## config.mk

```make
export PLATFORM = sky130hd
export DESIGN_NAME = dual_match_timer
export DESIGN_NICKNAME = d
export VERILOG_FILES = /design/src/rtl/dmt_pkg.sv /design/src/rtl/dmt_tick_src.sv /design/src/rtl/dmt_regs.sv /design/src/rtl/dmt_counter.sv /design/src/rtl/dmt_irq.sv /design/src/rtl/dual_match_timer.sv
export SDC_FILE = /design/constraint.sdc
export NUM_CORES = 1
export LEC_CHECK = 0
export ABC_CLOCK_PERIOD_IN_PS = 12680
export BUFFER_PORTS_ARGS = -buffer_cell sky130_fd_sc_hd__clkbuf_2
export CAP_MARGIN = 30
export CORE_MARGIN = 1
export CORE_UTILIZATION = 30
export CTS_BUF_LIST = sky130_fd_sc_hd__clkbuf_16
export DETAILED_ROUTE_END_ITERATION = 6
export PLACE_DENSITY = 0.45
export SLEW_MARGIN = 10
export SYNTH_ARGS = -nofsm -noshare
export SYNTH_HDL_FRONTEND = slang
export SYNTH_SLANG_ARGS = --single-unit
```

## constraint.sdc

```tcl
create_clock -name clk -period 12.68 [get_ports clk]
set_input_delay 1.268 -clock clk [delete_from_list [all_inputs] [get_ports clk]]
set_output_delay 1.268 -clock clk [all_outputs]
set_load 0.01 [all_outputs]
```

## src/rtl/dmt_pkg.sv

```systemverilog
package dmt_pkg;
  typedef enum logic [1:0] {
    SEL_COUNT   = 2'd0,
    SEL_RELOAD  = 2'd1,
    SEL_MATCH_A = 2'd2,
    SEL_MATCH_B = 2'd3
  } dmt_sel_e;

  localparam int MIN_PERIOD_US = 20;
endpackage

```

## src/rtl/dmt_tick_src.sv

```systemverilog
module dmt_tick_src (
  input  logic ref_strobe,
  input  logic use_ext,
  output logic tick
);
  // Bus clock ticks every cycle; the reference delivers one-cycle strobes.
  always_comb tick = use_ext ? ref_strobe : 1'b1;
endmodule

```

## src/rtl/dmt_regs.sv

```systemverilog
module dmt_regs
  import dmt_pkg::*;
#(
  parameter int W       = 32,
  parameter int BUS_MHZ = 24,
  parameter int EXT_MHZ = 1
) (
  input  logic         clk,
  input  logic         rst,
  input  logic         use_ext,
  input  logic         wr_en,
  input  logic [1:0]   wr_sel,
  input  logic [W-1:0] wr_data,
  output logic [W-1:0] reload_q,
  output logic [W-1:0] match_a_q,
  output logic [W-1:0] match_b_q,
  output logic         arm_req
);
  localparam logic [W-1:0] MIN_EXT = W'(MIN_PERIOD_US * EXT_MHZ);
  localparam logic [W-1:0] MIN_BUS = W'(MIN_PERIOD_US * BUS_MHZ);

  logic [W-1:0] min_now;
  logic [W-1:0] clamped;
  logic         wr_reload;

  always_comb begin
    min_now   = use_ext ? MIN_EXT : MIN_BUS;
    clamped   = (wr_data < min_now) ? min_now : wr_data;
    wr_reload = wr_en && (dmt_sel_e'(wr_sel) == SEL_RELOAD);
    // First programming of the reload value starts an enabled channel.
    arm_req   = wr_reload && (reload_q == '0) && (clamped != '0);
  end

  always_ff @(posedge clk) begin
    if (rst) begin
      reload_q  <= '0;
      match_a_q <= '0;
      match_b_q <= '0;
    end else if (wr_en) begin
      case (dmt_sel_e'(wr_sel))
        SEL_RELOAD:  reload_q  <= clamped;
        SEL_MATCH_A: match_a_q <= wr_data;
        SEL_MATCH_B: match_b_q <= wr_data;
        default:     ;
      endcase
    end
  end

  // a stored reload value never falls below the minimum in force at the write
  a_r8_reload_clamped: assert property (@(posedge clk) disable iff (rst)
    wr_reload |=> (reload_q >= $past(min_now)) && (reload_q != '0));
endmodule

```

## src/rtl/dmt_counter.sv

```systemverilog
module dmt_counter #(
  parameter int W = 32
) (
  input  logic         clk,
  input  logic         rst,
  input  logic         run,
  input  logic         tick,
  input  logic         ovf_ie,
  input  logic [W-1:0] reload,
  input  logic [W-1:0] match_a,
  input  logic [W-1:0] match_b,
  input  logic         arm_ext,
  input  logic         st_wr,
  input  logic [W-1:0] st_data,
  output logic [W-1:0] cnt_q,
  output logic         evt
);
  logic         run_q;
  logic         pend_q;
  logic         arm_now;
  logic         step;
  logic [W-1:0] eff_a, eff_b, m_hi, m_lo, nxt;
  logic         hit_hi, hit_lo, hit_zero;

  always_comb begin
    // Thresholds at or above the reload value collapse to zero.
    eff_a    = (match_a < reload) ? match_a : '0;
    eff_b    = (match_b < reload) ? match_b : '0;
    m_hi     = (eff_a > eff_b) ? eff_a : eff_b;
    m_lo     = (eff_a > eff_b) ? eff_b : eff_a;
    arm_now  = run && (!run_q || arm_ext);
    step     = run && !st_wr && !arm_now && tick && (reload != '0)
               && !pend_q && (cnt_q != '0);
    nxt      = cnt_q - 1'b1;
    hit_hi   = (m_hi != '0) && (nxt == m_hi);
    hit_lo   = (m_lo != '0) && (nxt == m_lo);
    hit_zero = (nxt == '0) && (ovf_ie || (m_lo == '0));
    evt      = step && (hit_hi || hit_lo || hit_zero);
  end

  always_ff @(posedge clk) begin
    if (rst) begin
      cnt_q  <= '0;
      run_q  <= 1'b0;
      pend_q <= 1'b0;
    end else begin
      run_q <= run;
      if (run) begin
        if (st_wr) begin
          cnt_q  <= st_data;
          pend_q <= 1'b0;
        end else if (arm_now) begin
          pend_q <= 1'b1;
        end else if (tick && (reload != '0)) begin
          if (pend_q || (cnt_q == '0)) begin
            cnt_q  <= reload;
            pend_q <= 1'b0;
          end else begin
            cnt_q <= nxt;
          end
        end
      end
    end
  end

  // an ordinary tick lowers the count by exactly one
  a_r1_step: assert property (@(posedge clk) disable iff (rst)
    (run && run_q && !arm_ext && !st_wr && tick && !pend_q
     && (reload != '0) && (cnt_q != '0)) |=> (cnt_q == $past(cnt_q) - 1'b1));

  // the tick after zero brings back the reload value
  a_r1_wrap: assert property (@(posedge clk) disable iff (rst)
    (run && run_q && !arm_ext && !st_wr && tick && !pend_q
     && (reload != '0) && (cnt_q == '0)) |=> (cnt_q == $past(reload)));

  // a disabled channel holds its count
  a_r11_freeze: assert property (@(posedge clk) disable iff (rst)
    !run |=> $stable(cnt_q));

  // a count write while enabled lands in the counter
  a_r7_count_load: assert property (@(posedge clk) disable iff (rst)
    (run && st_wr) |=> (cnt_q == $past(st_data)));
endmodule

```

## src/rtl/dmt_irq.sv

```systemverilog
module dmt_irq (
  input  logic clk,
  input  logic rst,
  input  logic evt,
  input  logic sts_clr,
  output logic irq_level,
  output logic evt_sts
);
  always_ff @(posedge clk) begin
    if (rst) begin
      irq_level <= 1'b0;
      evt_sts   <= 1'b0;
    end else begin
      irq_level <= irq_level ^ evt;
      evt_sts   <= evt | (evt_sts & ~sts_clr);
    end
  end

  // each event inverts the level; no event, no change
  a_r4_toggle: assert property (@(posedge clk) disable iff (rst)
    evt |=> (irq_level != $past(irq_level)));
  a_r4_hold: assert property (@(posedge clk) disable iff (rst)
    !evt |=> (irq_level == $past(irq_level)));
  // status is set by an event even when a clear arrives with it
  a_r4_sticky: assert property (@(posedge clk) disable iff (rst)
    evt |=> evt_sts);
endmodule

```

## src/rtl/dual_match_timer.sv

```systemverilog
module dual_match_timer
  import dmt_pkg::*;
#(
  parameter int W       = 32,
  parameter int BUS_MHZ = 24
) (
  input  logic         clk,
  input  logic         rst,
  input  logic         ref_strobe,
  input  logic         use_ext,
  input  logic         run,
  input  logic         ovf_ie,
  input  logic         wr_en,
  input  logic [1:0]   wr_sel,
  input  logic [W-1:0] wr_data,
  input  logic [1:0]   rd_sel,
  output logic [W-1:0] rd_data,
  input  logic         sts_clr,
  output logic         irq_level,
  output logic         evt_sts
);
  logic         tick;
  logic [W-1:0] reload_q, match_a_q, match_b_q, cnt_q;
  logic         arm_req, evt, st_wr;

  always_comb st_wr = wr_en && (dmt_sel_e'(wr_sel) == SEL_COUNT);

  dmt_tick_src u_tick (
    .ref_strobe (ref_strobe),
    .use_ext    (use_ext),
    .tick       (tick)
  );

  dmt_regs #(.W(W), .BUS_MHZ(BUS_MHZ), .EXT_MHZ(1)) u_regs (
    .clk       (clk),
    .rst       (rst),
    .use_ext   (use_ext),
    .wr_en     (wr_en),
    .wr_sel    (wr_sel),
    .wr_data   (wr_data),
    .reload_q  (reload_q),
    .match_a_q (match_a_q),
    .match_b_q (match_b_q),
    .arm_req   (arm_req)
  );

  dmt_counter #(.W(W)) u_cnt (
    .clk     (clk),
    .rst     (rst),
    .run     (run),
    .tick    (tick),
    .ovf_ie  (ovf_ie),
    .reload  (reload_q),
    .match_a (match_a_q),
    .match_b (match_b_q),
    .arm_ext (arm_req),
    .st_wr   (st_wr),
    .st_data (wr_data),
    .cnt_q   (cnt_q),
    .evt     (evt)
  );

  dmt_irq u_irq (
    .clk       (clk),
    .rst       (rst),
    .evt       (evt),
    .sts_clr   (sts_clr),
    .irq_level (irq_level),
    .evt_sts   (evt_sts)
  );

  always_ff @(posedge clk) begin
    if (rst) begin
      rd_data <= '0;
    end else begin
      case (dmt_sel_e'(rd_sel))
        SEL_COUNT:   rd_data <= run ? cnt_q : reload_q;
        SEL_RELOAD:  rd_data <= reload_q;
        SEL_MATCH_A: rd_data <= match_a_q;
        default:     rd_data <= match_b_q;
      endcase
    end
  end

  // with the channel stopped the count view mirrors the reload value
  a_r6_idle_view: assert property (@(posedge clk) disable iff (rst)
    (!run && (dmt_sel_e'(rd_sel) == SEL_COUNT)) |=> (rd_data == $past(reload_q)));
endmodule

```

==> run summary, run 1 <==
The flow ran to the end, and the final reports show no timing, DRC or antenna violations. The data arrival at the endpoint of the critical path was 7.25 ns. Setup violations remaining at the end of the flow were counted as 0. Clock latency on the worst-skew pair, taken at its later pin, is 0.47 ns.

The tool flagged a number of max-cap violations equal to 0. The setup path with the least slack is of type reg -> reg. In this run the worst hold path is classified as reg -> reg. In this run the core area contains 75 standard-cell rows.

Setup repair after global routing left no endpoint under its margin. In this design, the stage delay of the slowest critical-path cell is 0.66 ns. The congestion estimate from routability-driven global placement came to 0.9878.

Of all nets on the critical path, the largest fanout is 53. The worst slew margin relative to its limit is 0.3399. met2 is the most crowded layer. After detailed routing, the average wire length per cell comes to 25.95 µm. The CTS H-tree depth is 4, and the number of buffers inserted by port buffering is 77. The number of buffers on the longest clock path was 2. TritonCTS built the clock tree.

In the final timing run, aggregate negative setup slack is 0 ns. Entering global routing, the biggest net connects 84 pins. After synthesis, the mean cell area works out to 7.480 µm².

The all-layer global routing usage is 0.2707. The number of distinct library cells after synthesis was 63. After detailed routing, the total wire length is 59170 µm.

Counting flops and latches in the post-synthesis netlist gives 164. The number of cells upsized or downsized after cts was 0. After detailed routing, the number of remaining DRC violations is 0. The number of hold violations in the final report came out at 0.

The worst path needs 6.897 ns of the cycle, external delays included. Counting the buffers created by CTS gives 17. For the met2 global-route usage, the log shows 0.4016.

The share of async-settable or async-resettable flops after synthesis was 0; the core outline area was 42230 µm². In this run the horizontal extent of the chip is 209.4 µm. Final period utilization: 0.5440. The tools report the number of global-route vias before repair as 12590.

Post-CTS timing repair inserted 0 buffers for setup. Before CTS, the worst setup slack after placement is 5.899 ns. Yosys printed 0 warnings.

The diode insertion count for antenna repair is 0, and the met3 layer usage reported by global route is 0.04235. Final design utilization: 0.3403. Power comes to 2010 µW. The number of antenna violations at the first check in global routing is 4. HPWL after detailed placement: 43460 µm. The largest area contributor in the synthesized netlist is sky130_fd_sc_hd__dfxtp_1. The wire length of the first global-routing pass is 87200 µm. For this design the top-level I/O count stands at 78. Walking the worst path, the cells encountered are inv_1 -> ha_1 -> a21o_1 -> a21o_1 -> a221oi_1 -> and2_1 -> a21boi_2 -> buf_4 -> nand2_1 -> inv_1 -> ha_1 -> nand4_1 -> or4_1 -> o211a_1 -> buf_4 -> nor4_1 -> nor3_1 -> or3b_2 -> nor4_1 -> and4bb_1 -> a211o_1 -> nand4_1.

Share of cells above drive strength 1: 0.09477. The worst setup path is captured at a flop. The number of clock sinks seen by CTS was 164. For this block, the via count after detailed routing is 13850. The detailed-route vias per instance came out at 6.074.

The run gives 1876 as the number of nets in the layout. The run gives 12900 µm² as the post-synthesis instance area. The die covers 43850 µm². The tools report the number of max-slew violations in the final report as 0. The slowest stage of the critical path belongs to the cell sky130_fd_sc_hd__a221oi_1.

The first routing iteration left 1173 violations. For the starting density of the core, the log shows 0.3056. At the pin with the least slew margin, the transition time is 0.9902 ns.

The number of buffers inserted by hold repair at cts was 0. In this run the clock root is driven by a sky130_fd_sc_hd__clkbuf_16. The type of origin of the critical path is a flop. After clock tree synthesis, the clock-pin slew on the worst setup and hold paths is 0.07 ns.

Summing all placed instances gives a cell area of 13790 µm². The first detailed-routing pass ran for 6 iterations. The logs give 1725 for the number of instances in the synthesized netlist and 8974 µm² for the footprint of the multi-input gates. After routing the design area is 14370 µm². The met1 capacity usage during global routing was 0.3932; the sequential share of the synthesized area was 0.2544.

Setup slack on the critical path of the routed design comes to 5.783 ns. The area share of the leading cell type in the synthesized netlist was 0.2544; the net count of the mapped netlist was 1871. For the worst setup path, the data required time is 13.03 ns. The sequential standard cell area is 3283 µm². The flip-flop cell with the highest count after synthesis is sky130_fd_sc_hd__dfxtp_1. The maximum clock skew at final layout came out at 0.01039 ns.

The number of synthesized flops with an enable pin came out at 0. Timing would allow up to 145.0 MHz. The die is 209.4 µm tall. Compared with the post-synthesis result, the final layout area differs by 11.35%. Yosys attributes the largest share of cell area to sky130_fd_sc_hd__dfxtp_1 25%, sky130_fd_sc_hd__ha_1 9.9%, sky130_fd_sc_hd__a211oi_1 7.7%. In this run the power density over the cells is 139.9 nW/µm². The detail route stage leaves a number of antenna-violating nets equal to 0.

Summed over all layers, the global routing overflow is 0. The number of fill cells in the layout was 4551. In this run the static leakage power is 0.005559 µW.

IR analysis of the VDD net gives a maximum drop of 112.1 µV.
## Yosys cell counts (19+ instances only)
master,n
sky130_fd_sc_hd__nand2_1,250
sky130_fd_sc_hd__o2111ai_1,21
sky130_fd_sc_hd__nand4_1,47
sky130_fd_sc_hd__o21ai_0,51
sky130_fd_sc_hd__a211oi_1,132
sky130_fd_sc_hd__clkbuf_1,113
sky130_fd_sc_hd__xor2_1,29
sky130_fd_sc_hd__xnor2_1,36
sky130_fd_sc_hd__nor4_1,41
sky130_fd_sc_hd__dfxtp_1,164
sky130_fd_sc_hd__nor2_1,124
sky130_fd_sc_hd__ha_1,102
sky130_fd_sc_hd__a21oi_1,197
sky130_fd_sc_hd__nor3_1,45
sky130_fd_sc_hd__or4_1,26
sky130_fd_sc_hd__inv_1,55
sky130_fd_sc_hd__o211ai_1,40
sky130_fd_sc_hd__a21o_1,19
sky130_fd_sc_hd__mux2i_1,47
sky130_fd_sc_hd__nand3_1,22
## registers in the layout, summed over array words and instances, names as in the netlist
signal,count
u_cnt.pend_q,1
u_regs.match_a_q,32
rd_data,32
u_regs.reload_q,32
u_cnt.run_q,1
u_irq.evt_sts,1
u_cnt.cnt_q,32
u_regs.match_b_q,32
u_irq.irq_level,1
## final cells by class
type                            instances  area share
Multi-Input combinational cell       1378      0.6245
Inverter                               55     0.01437
Clock inverter                         13    0.008446
Sequential cell                       164      0.2285
Clock buffer                           17     0.02961
Tap cell                              539     0.04693
Timing Repair Buffer                  114     0.04763
## worst max-delay path, delay by kind of cell, from the launching register on
kind	cells	cell delay [ns]
buf+inv	4	0.89
fa+ha+maj	2	0.48
simple gates	10	3.37
flops	1	0.38
compound gates	6	1.63
## cell families (layout without fill, tap and decap cells)
group / count (synthesis) / in the layout / share of synthesized area
DFF: 164 / 164 / 0.2544
muxes: 47 / 47 / 0.03646
xor gates and xnor gates: 65 / 65 / 0.04412
buffers and inverters: 183 / 199 / 0.05401
and+or+nand+nor: 650 / 650 / 0.2529
adders and majority gates: 102 / 102 / 0.09890
AOI/OAI and AO/OA: 514 / 514 / 0.2592
## worst paths after layout
path / startpoint / end / slack, ns / cells past startpoint
max: u_regs.reload_q[29]$_SDFFE_PP0P_ / u_irq.irq_level$_SDFF_PP0_ / 5.78 / 22
min: u_regs.reload_q[12]$_SDFFE_PP0P_ / u_regs.reload_q[12]$_SDFFE_PP0P_ / 0.50 / 2
max reg2reg: u_regs.reload_q[29]$_SDFFE_PP0P_ / u_irq.irq_level$_SDFF_PP0_ / 5.78 / 22
min reg2reg: u_regs.reload_q[12]$_SDFFE_PP0P_ / u_regs.reload_q[12]$_SDFFE_PP0P_ / 0.50 / 2
## cells in the final DEF (no fill, tap or decap), types with 5 or more instances in the layout
cell type / instances
sky130_fd_sc_hd__a211oi_1: 132
sky130_fd_sc_hd__or4_1: 26
sky130_fd_sc_hd__nor3_1: 45
sky130_fd_sc_hd__o21ai_0: 51
sky130_fd_sc_hd__mux2i_1: 47
sky130_fd_sc_hd__a21oi_1: 197
sky130_fd_sc_hd__and3_1: 5
sky130_fd_sc_hd__ha_1: 102
sky130_fd_sc_hd__nand3_1: 21
sky130_fd_sc_hd__nor4_1: 41
sky130_fd_sc_hd__nand2b_1: 8
sky130_fd_sc_hd__nand4b_1: 11
sky130_fd_sc_hd__and2_1: 13
sky130_fd_sc_hd__o211a_1: 5
sky130_fd_sc_hd__or3_1: 13
sky130_fd_sc_hd__o211ai_1: 40
sky130_fd_sc_hd__buf_4: 35
sky130_fd_sc_hd__xnor2_1: 36
sky130_fd_sc_hd__a221o_1: 8
sky130_fd_sc_hd__inv_1: 57
sky130_fd_sc_hd__clkbuf_2: 76
sky130_fd_sc_hd__xor2_1: 29
sky130_fd_sc_hd__nand2_1: 250
sky130_fd_sc_hd__o2111ai_1: 21
sky130_fd_sc_hd__clkbuf_16: 17
sky130_fd_sc_hd__o21a_1: 6
sky130_fd_sc_hd__a21o_1: 19
sky130_fd_sc_hd__a211o_1: 10
sky130_fd_sc_hd__and4_1: 13
sky130_fd_sc_hd__nor2_1: 123
sky130_fd_sc_hd__dfxtp_1: 164
sky130_fd_sc_hd__nand4_1: 47
## where the power goes
part	switching [µW]	leakage [µW]	internal [µW]
registers	36.4	0.00134	539
logic	626	0.00394	290
clock network	235	0.000280	284
total	897	0.00556	1110
## layer usage
layer  share of wire  vias to the layer above  wire length (µm)
li1                -                     6433                 -
met5               0                        -                 0
met1            0.47                     6729             28050
met2            0.43                      590             25220
met4           0.031                        0              1829
met3           0.069                       96              4071
## metrics by stage
| step | hold WS (ns) | cells |
|---|---|---|
| after floorplan | 0.4579 | 1725 |
| after global placement | 0.4785 | 2247 |
| after detailed placement | 0.4839 | 2248 |
| after CTS | 0.4936 | 2278 |
| after global routing | 0.5195 | 2280 |
| final | 0.4983 | 2280 |
No activity file was read; power rests on OpenSTA's default activity.
==> inputs of run 2 (changes only) <==
ABC_CLOCK_PERIOD_IN_PS = 7000   (was 12680)
clock period = 7 ns   (was 12.68 ns; I/O delays follow)
==> run 2 against run 1 <==
The run now ends with DRC left. Power is 80% higher. Register-to-register slack got worse by 5.2 ns. Worst setup slack got worse by 5.2 ns. Highest routed layer unchanged. Worst hold slack improved by 0.0021 ns. Sequential share of layout area is 0.34 points lower. First-iteration DRC count is 25% higher. Cell count increased by 1.7%. Die area did not move.
==> run summary, run 2 (synthesis results as in run 1) <==
The number of buffers on the longest clock path was 2 (unchanged); the tightest hold margin was 0.5004 ns (+0.002069 ns). The worst slew margin relative to its limit is 0.3446 (+0.004661). The leftover overflow at the end of global routing was 0 (unchanged); the number of max-slew violations in the final report was 0 (unchanged).

Maximum number of pins on one net before global-route repair: 106 (+26%). The maximum operating frequency came out at 156.7 MHz (+8.1%). The tools report the number of global-route vias before repair as 12620 (+0.25%). The logs give 13890 (+0.27%) for the vias after detailed routing and 0.46 ns (about the same) for the clock latency at the later pin of the worst-skew pair.

The number of buffers inserted by port buffering was 77 (unchanged). Setup repair after global routing left no endpoint under its margin. TritonCTS built the clock tree. The transition at the pin with the smallest max-transition slack came out at 0.9798 ns (-0.01031 ns). The post-placement worst setup slack is 0.7693 ns (-5.129 ns), and the area enclosed by the die boundary is 43850 µm² (unchanged). The run gives 1461 (+25%) as the violation count after the first detailed-routing iteration.

The wire length on met1 came out at 28100 µm (+0.15%). The run gives 17 (unchanged) as the TritonCTS buffer count. Mean routed wirelength per cell: 25.91 µm (-0.16%). The setup path with the least slack is of type reg -> reg.

Worst min-delay path class: reg -> reg. The clock transition time at the flip-flop clock pins of the worst setup and hold paths works out to 0.07 ns (about the same). For the number of clock sinks seen by CTS, the log shows 164 (unchanged). The largest fanout of any net on the critical path came out at 60 (+13%). The weighted congestion at the end of routability-driven global placement was 0.9768 (-1.1%). Required time of the critical path: 7.35 ns (-5.68 ns). Total detailed-routing wirelength: 60060 µm (+1.5%). The run gives 0 ns (unchanged) as the post-route setup TNS. The tools report the remaining antenna violation count as 0 (unchanged). Number of hold violations in the final report: 0 (unchanged). The run finished, with violations left. The vertical extent of the die is 209.4 µm (unchanged), and the post-CTS repair timing setup buffer count is 0 (unchanged). Routed wire length on met2: 26600 µm (+5.5%). STA classifies the critical path endpoint as a flop. The cell depth of the worst hold path works out to 2 (unchanged). The share of cells above drive strength 1 was 0.1130 (+0.01828); the data arrival at the endpoint of the critical path was 6.73 ns (-0.52 ns). The final design utilization was 0.3455 (+0.005185). The tools report the number of nets in the layout as 1911 (+1.9%). Worst setup slack after layout: 0.6190 ns (-5.164 ns).

The run gives 4 (unchanged) as the CTS H-tree depth. STA classifies the critical path startpoint as a flop. The power density over the cells was 248.6 nW/µm² (+78%). The tree is rooted in a sky130_fd_sc_hd__clkbuf_16. The final period utilization was 0.9116 (+0.3676). The core outline area was 42230 µm² (unchanged). For the count of maximum capacitance violations, the log shows 0 (unchanged). The run gives 0.01474 ns (+0.004351 ns) as the maximum clock skew at final layout. After detailed routing, no signal wire sits above met4.

The number of rows in the core area is 75 (unchanged). The logs give 0.005717 µW (+2.8%) for the cell leakage power and 0 (unchanged) for the number of cells upsized or downsized after cts. The tools report the all-layer global routing usage as 0.2740 (+0.003388). The tools report the HPWL after detailed placement as 44680 µm (+2.8%).

The worst reg-to-reg path cell count came out at 22 (unchanged). The number of buffers inserted by hold repair at cts was 0 (unchanged); the total chip power was 3626 µW (+80%). The wire length of the first global-routing pass is 88470 µm (+1.5%). For the detailed route wirelength on metal3, the log shows 3891 µm (-4.4%). The maximum resistive drop on vdd is 172.9 µV (+54%). The top cell types in the final layout, fill and taps aside, are 250 x sky130_fd_sc_hd__nand2_1, 197 x sky130_fd_sc_hd__a21oi_1, 164 x sky130_fd_sc_hd__dfxtp_1, 132 x sky130_fd_sc_hd__a211oi_1, 123 x sky130_fd_sc_hd__nor2_1.

For the number of antenna violations at the first check in global routing, the log shows 1 (-3). The library cell used most frequently in the layout, excluding fill and tap cells, is sky130_fd_sc_hd__nand2_1. The detailed-route vias per instance was 5.990 (-1.4%); the starting density of the core was 0.3056 (unchanged). The die extent in x works out to 209.4 µm (unchanged). Final setup violation count: 0 (unchanged). The I/O pin count was 78 (unchanged). The final reports fail on DRC. The remaining design rule violation count was 2 (+2). Shortest period the worst path allows: 6.381 ns (-0.5163 ns). Relative to the synthesized area, the layout overhead comes to 13.05%. The tools report the count of TritonRoute iterations in the first routing pass as 7 (+1).
-- run 2: per-stage QoR --
step | instances | cell area [µm²]
3_3_place_gp | 2282 | 14050
2_1_floorplan | 1725 | 12900
5_1_grt | 2317 | 14590
6_report | 2318 | 14590
4_1_cts | 2315 | 14570
3_5_place_dp | 2283 | 14050
-- run 2: where the power goes --
part           internal, µW  switching (µW)
Clock                   448             437
Sequential              976            54.3
Combinational           555            1160
-- run 2: final timing paths --
path,slack (ns),from,end
setup / recovery,0.62,u_regs.reload_q[1]$_SDFFE_PP0P_,u_irq.irq_level$_SDFF_PP0_
hold / removal,0.50,u_regs.reload_q[19]$_SDFFE_PP0P_,u_regs.reload_q[19]$_SDFFE_PP0P_
setup reg to reg,0.62,u_regs.reload_q[1]$_SDFFE_PP0P_,u_irq.irq_level$_SDFF_PP0_
hold reg to reg,0.50,u_regs.reload_q[19]$_SDFFE_PP0P_,u_regs.reload_q[19]$_SDFFE_PP0P_
-- run 2: cell type report --
cell class / count / area [µm²]
Clock buffer: 17 / 425.4
Timing Repair Buffer: 149 / 932.1
Multi-Input combinational cell: 1378 / 8974
Antenna cell: 1 / 2.502
Sequential cell: 164 / 3283
Inverter: 55 / 206.4
Fill cell: 4549 / 27640
Tap cell: 539 / 674.4
Clock inverter: 15 / 90.09
-- run 2: metal layers --
metal | global-route usage | vias to the layer above
met5 | 0 | -
met4 | 0.07683 | 0
met3 | 0.04085 | 83
met2 | 0.4247 | 520
met1 | 0.3914 | 6800
li1 | - | 6482
-- run 2: critical path: stages, from the launching register on --
cell and delay (ns):
sky130_fd_sc_hd__dfxtp_1 0.40, sky130_fd_sc_hd__inv_1 0.10, sky130_fd_sc_hd__ha_1 0.28, sky130_fd_sc_hd__nand2_1 0.04, sky130_fd_sc_hd__o21ai_0 0.29, sky130_fd_sc_hd__a31oi_1 0.23
sky130_fd_sc_hd__o31ai_1 0.70, sky130_fd_sc_hd__a21boi_2 0.35, sky130_fd_sc_hd__buf_4 0.33, sky130_fd_sc_hd__nand2_1 0.15, sky130_fd_sc_hd__inv_1 0.06, sky130_fd_sc_hd__ha_1 0.31
sky130_fd_sc_hd__nand4_1 0.16, sky130_fd_sc_hd__or4_1 0.58, sky130_fd_sc_hd__o211ai_1 0.23, sky130_fd_sc_hd__buf_4 0.55, sky130_fd_sc_hd__nand4_1 0.21, sky130_fd_sc_hd__a21o_1 0.22
sky130_fd_sc_hd__a2111oi_2 0.33, sky130_fd_sc_hd__and4bb_1 0.24, sky130_fd_sc_hd__and4bb_1 0.25, sky130_fd_sc_hd__a211o_1 0.13, sky130_fd_sc_hd__nand4_1 0.06
==> inputs of run 3 (changes only) <==
CELL_PAD_IN_SITES_DETAIL_PLACEMENT = 2   (was default)
CELL_PAD_IN_SITES_GLOBAL_PLACEMENT = 2   (was default)
PLACE_DENSITY = 0.69   (was 0.45)
==> run 3 against run 2 <==
The run now ends clean. Sequential power barely moved. Largest cell class unchanged. Critical path depth fell by 1. Cell area rose by 0.26%. Die area did not move. Combinational power rose by 5%. Cell count fell by 0.13%. Core utilization rose by 0.089 points. First-iteration DRC count fell by 26%. Sequential share of layout area fell by 0.058 points. Wire length rose by 14%. Worst hold slack improved by 0.0098 ns.
==> run summary, run 3 (synthesis results as in run 1) <==
Worst min-delay path class: reg -> reg. The number of cells upsized or downsized after cts was 0 (unchanged); the total detailed-routing wirelength was 68210 µm (+14%). The TritonCTS buffer count was 17 (unchanged). By startpoint and endpoint, the worst setup path is classified as reg -> reg. Traced cell by cell, the critical path runs through inv_1 -> ha_1 -> a21oi_1 -> o21ai_0 -> a221o_1 -> nor2_1 -> buf_4 -> o211ai_1 -> ha_1 -> nand4_1 -> or3_1 -> o221a_2 -> o211ai_1 -> nand2_1 -> buf_4 -> o2111ai_1 -> o31ai_1 -> nor4_1 -> and4bb_1 -> a211o_1 -> nand4_1.

The tools report the worst slew margin relative to its limit as 0.3032 (-0.04133). The tightest hold margin is 0.5103 ns (+0.009842 ns), and the detailed-route vias per instance is 6.340 (+5.8%). The run gives 0.252 (+0.008) as the clock share of power. Wire length of the first global-routing pass: 102100 µm (+15%).

The post-placement worst setup slack was 0.5090 ns (-0.2602 ns); the clock transition time at the flip-flop clock pins of the worst setup and hold paths was 0.07 ns (about the same). TritonCTS built the clock tree. For the number of antenna violations at the first check in global routing, the log shows 0 (-1). The vias after detailed routing was 14680 (+5.7%); the shortest period the worst path allows was 6.708 ns (+0.3270 ns). Setup repair after global routing left no endpoint under its margin. The all-layer global routing usage is 0.3143 (+0.04022), and the die extent in x is 209.4 µm (unchanged). The I/O pin count was 78 (unchanged); the number of buffers inserted by port buffering was 77 (unchanged).

The tools report the relative contribution of sequential cells to total power as 0.273 (-0.011). The logs give 164 (unchanged) for the number of clock sinks seen by CTS and 75 (unchanged) for the number of rows in the core area. The leftover overflow at the end of global routing is 0 (unchanged), and the number of global-route vias before repair is 15220 (+21%). The count of TritonRoute iterations in the first routing pass was 5 (-2); the combinational power share was 0.474 (+0.002). Final period utilization: 0.9583 (+0.04671). The logs give 0 (unchanged) for the number of hold violations in the final report and 0.005724 µW (+0.12%) for the cell leakage power. The power density over the cells is 259.4 nW/µm² (+4.3%), and the share of cells above drive strength 1 is 0.1115 (-0.001499). The tools report the total chip power as 3794 µW (+4.6%). The tools report the type of origin of the critical path as a flop. The switching power came out at 1745 µW (+5.9%). Most common library cell in the layout ignoring fill and taps: sky130_fd_sc_hd__nand2_1. The core outline area was 42230 µm² (unchanged). The largest fanout of any net on the critical path is 17 (-72%), and the violation count after the first detailed-routing iteration is 1079 (-26%). The post-CTS repair timing setup buffer count was 0 (unchanged). For the required time of the critical path, the log shows 7.36 ns (about the same). The largest individual stage delay along the critical path comes from the cell sky130_fd_sc_hd__nor2_1. The mean routed wirelength per cell was 29.47 µm (+14%). The final design utilization was 0.3463 (+0.0008890). The flow ran to the end, and the final reports show no timing, DRC or antenna violations. Remaining antenna violation count: 0 (unchanged). The tools report the maximum operating frequency as 149.1 MHz (-4.9%). The run gives 0 (unchanged) as the count of maximum capacitance violations. The tools report the area enclosed by the die boundary as 43850 µm² (unchanged). For the number of nets in the layout, the log shows 1910 (-0.052%).

The tools report the starting density of the core as 0.3056 (unchanged). The tools report the worst setup slack after layout as 0.2921 ns (-0.3270 ns). In the layout the commonest cells are 250 x sky130_fd_sc_hd__nand2_1, 197 x sky130_fd_sc_hd__a21oi_1, 164 x sky130_fd_sc_hd__dfxtp_1, 132 x sky130_fd_sc_hd__a211oi_1, 123 x sky130_fd_sc_hd__nor2_1. The transition at the pin with the smallest max-transition slack works out to 1.045 ns (+0.06531 ns). The maximum resistive drop on vdd is 182.9 µV (+5.8%), and the post-synthesis to final-layout area growth is 13.34%. The run gives 2049 µW (+3.5%) as the internal portion of total power.

The maximum clock skew at final layout is 0.009558 ns (-0.005186 ns). For the final setup violation count, the log shows 0 (unchanged). The number of buffers inserted by hold repair at cts was 0 (unchanged); the switching fraction of total power was 0.4599 (+0.005628). The worst setup path is captured at a flop. The weighted congestion at the end of routability-driven global placement is 0.9174 (-6.1%), and the number of max-slew violations in the final report is 0 (unchanged). The number of buffers on the longest clock path was 2 (unchanged); the remaining design rule violation count was 0 (-2).

The maximum number of pins on one net before global-route repair was 100 (-5.7%); the data arrival at the endpoint of the critical path was 7.07 ns (+0.34 ns). The cell sitting at the root of the clock tree is a sky130_fd_sc_hd__clkbuf_16. The vertical extent of the die works out to 209.4 µm (unchanged). The run gives 50210 µm (+12%) as the HPWL after detailed placement. For the clock latency at the later pin of the worst-skew pair, the log shows 0.48 ns (+0.02 ns). The CTS H-tree depth was 4 (unchanged); the maximum cell stage delay along the critical path was 0.62 ns (-0.08 ns).

The post-route setup TNS was 0 ns (unchanged). The number of fill cells in the layout was 5009 (+10%).
-- run 3: cell count changes in the layout (fill, tap and decap cells not counted), moves of 2 or more --
cell                         before  now
sky130_fd_sc_hd__clkinv_1         3    1
sky130_fd_sc_hd__clkinv_2         4    1
sky130_fd_sc_hd__clkinvlp_4       1    4
sky130_fd_sc_hd__inv_6            3    1
sky130_fd_sc_hd__inv_1           57   59
sky130_fd_sc_hd__clkinv_4         2    0
sky130_fd_sc_hd__bufinv_16        0    2
sky130_fd_sc_hd__buf_4           72   70
-- run 3: final timing paths --
kind	startpoint	to	slack, ns	cells past startpoint
worst max-delay path	u_regs.reload_q[23]$_SDFFE_PP0P_	u_irq.irq_level$_SDFF_PP0_	0.29	21
worst min register to register	u_regs.reload_q[29]$_SDFFE_PP0P_	u_regs.reload_q[29]$_SDFFE_PP0P_	0.51	2
worst max register to register	u_regs.reload_q[23]$_SDFFE_PP0P_	u_irq.irq_level$_SDFF_PP0_	0.29	21
worst min-delay path	u_regs.reload_q[29]$_SDFFE_PP0P_	u_regs.reload_q[29]$_SDFFE_PP0P_	0.51	2
-- run 3: critical path, delay by kind of cell (launching register included) --
family,cells,cell delay (ns)
AOI/OAI and AO/OA,9,2.30
adders and majority gates,2,0.72
buffers and inverters,3,0.83
DFF,1,0.49
and+or+nand+nor,7,2.24
-- run 3: final cells by class --
type	count	area [µm²]	share of cell area
Multi-Input combinational cell	1378	8974	0.6136
Sequential cell	164	3283	0.2245
Timing Repair Buffer	148	937.1	0.06408
Tap cell	539	674.4	0.04611
Clock buffer	17	425.4	0.02909
Inverter	55	206.4	0.01412
Clock inverter	13	122.6	0.008384
Antenna cell	1	2.502	0.0001711
-- run 3: per-stage QoR --
step / instance area (µm²) / cells
global placement: 14070 / 2283
global route: 14620 / 2314
CTS: 14620 / 2314
floorplan: 12900 / 1725
finish: 14630 / 2315
detailed placement: 14070 / 2284
-- run 3: power by group through the flow --
stage	clock network, µW	logic (µW)	registers [µW]
floorplan	0	1080	1040
global placement	0	1700	1050
detailed placement	0	1750	1060
CTS	962	1770	1040
global route	996	1900	1040
finish	957	1800	1040
-- run 3: metal layers --
layer | up-vias | share of wire | GRT usage
li1 | 6490 | - | -
met1 | 7553 | 0.46 | 0.4352
met2 | 515 | 0.45 | 0.4926
met3 | 119 | 0.055 | 0.04085
met4 | 0 | 0.036 | 0.1245
met5 | - | 0 | 0
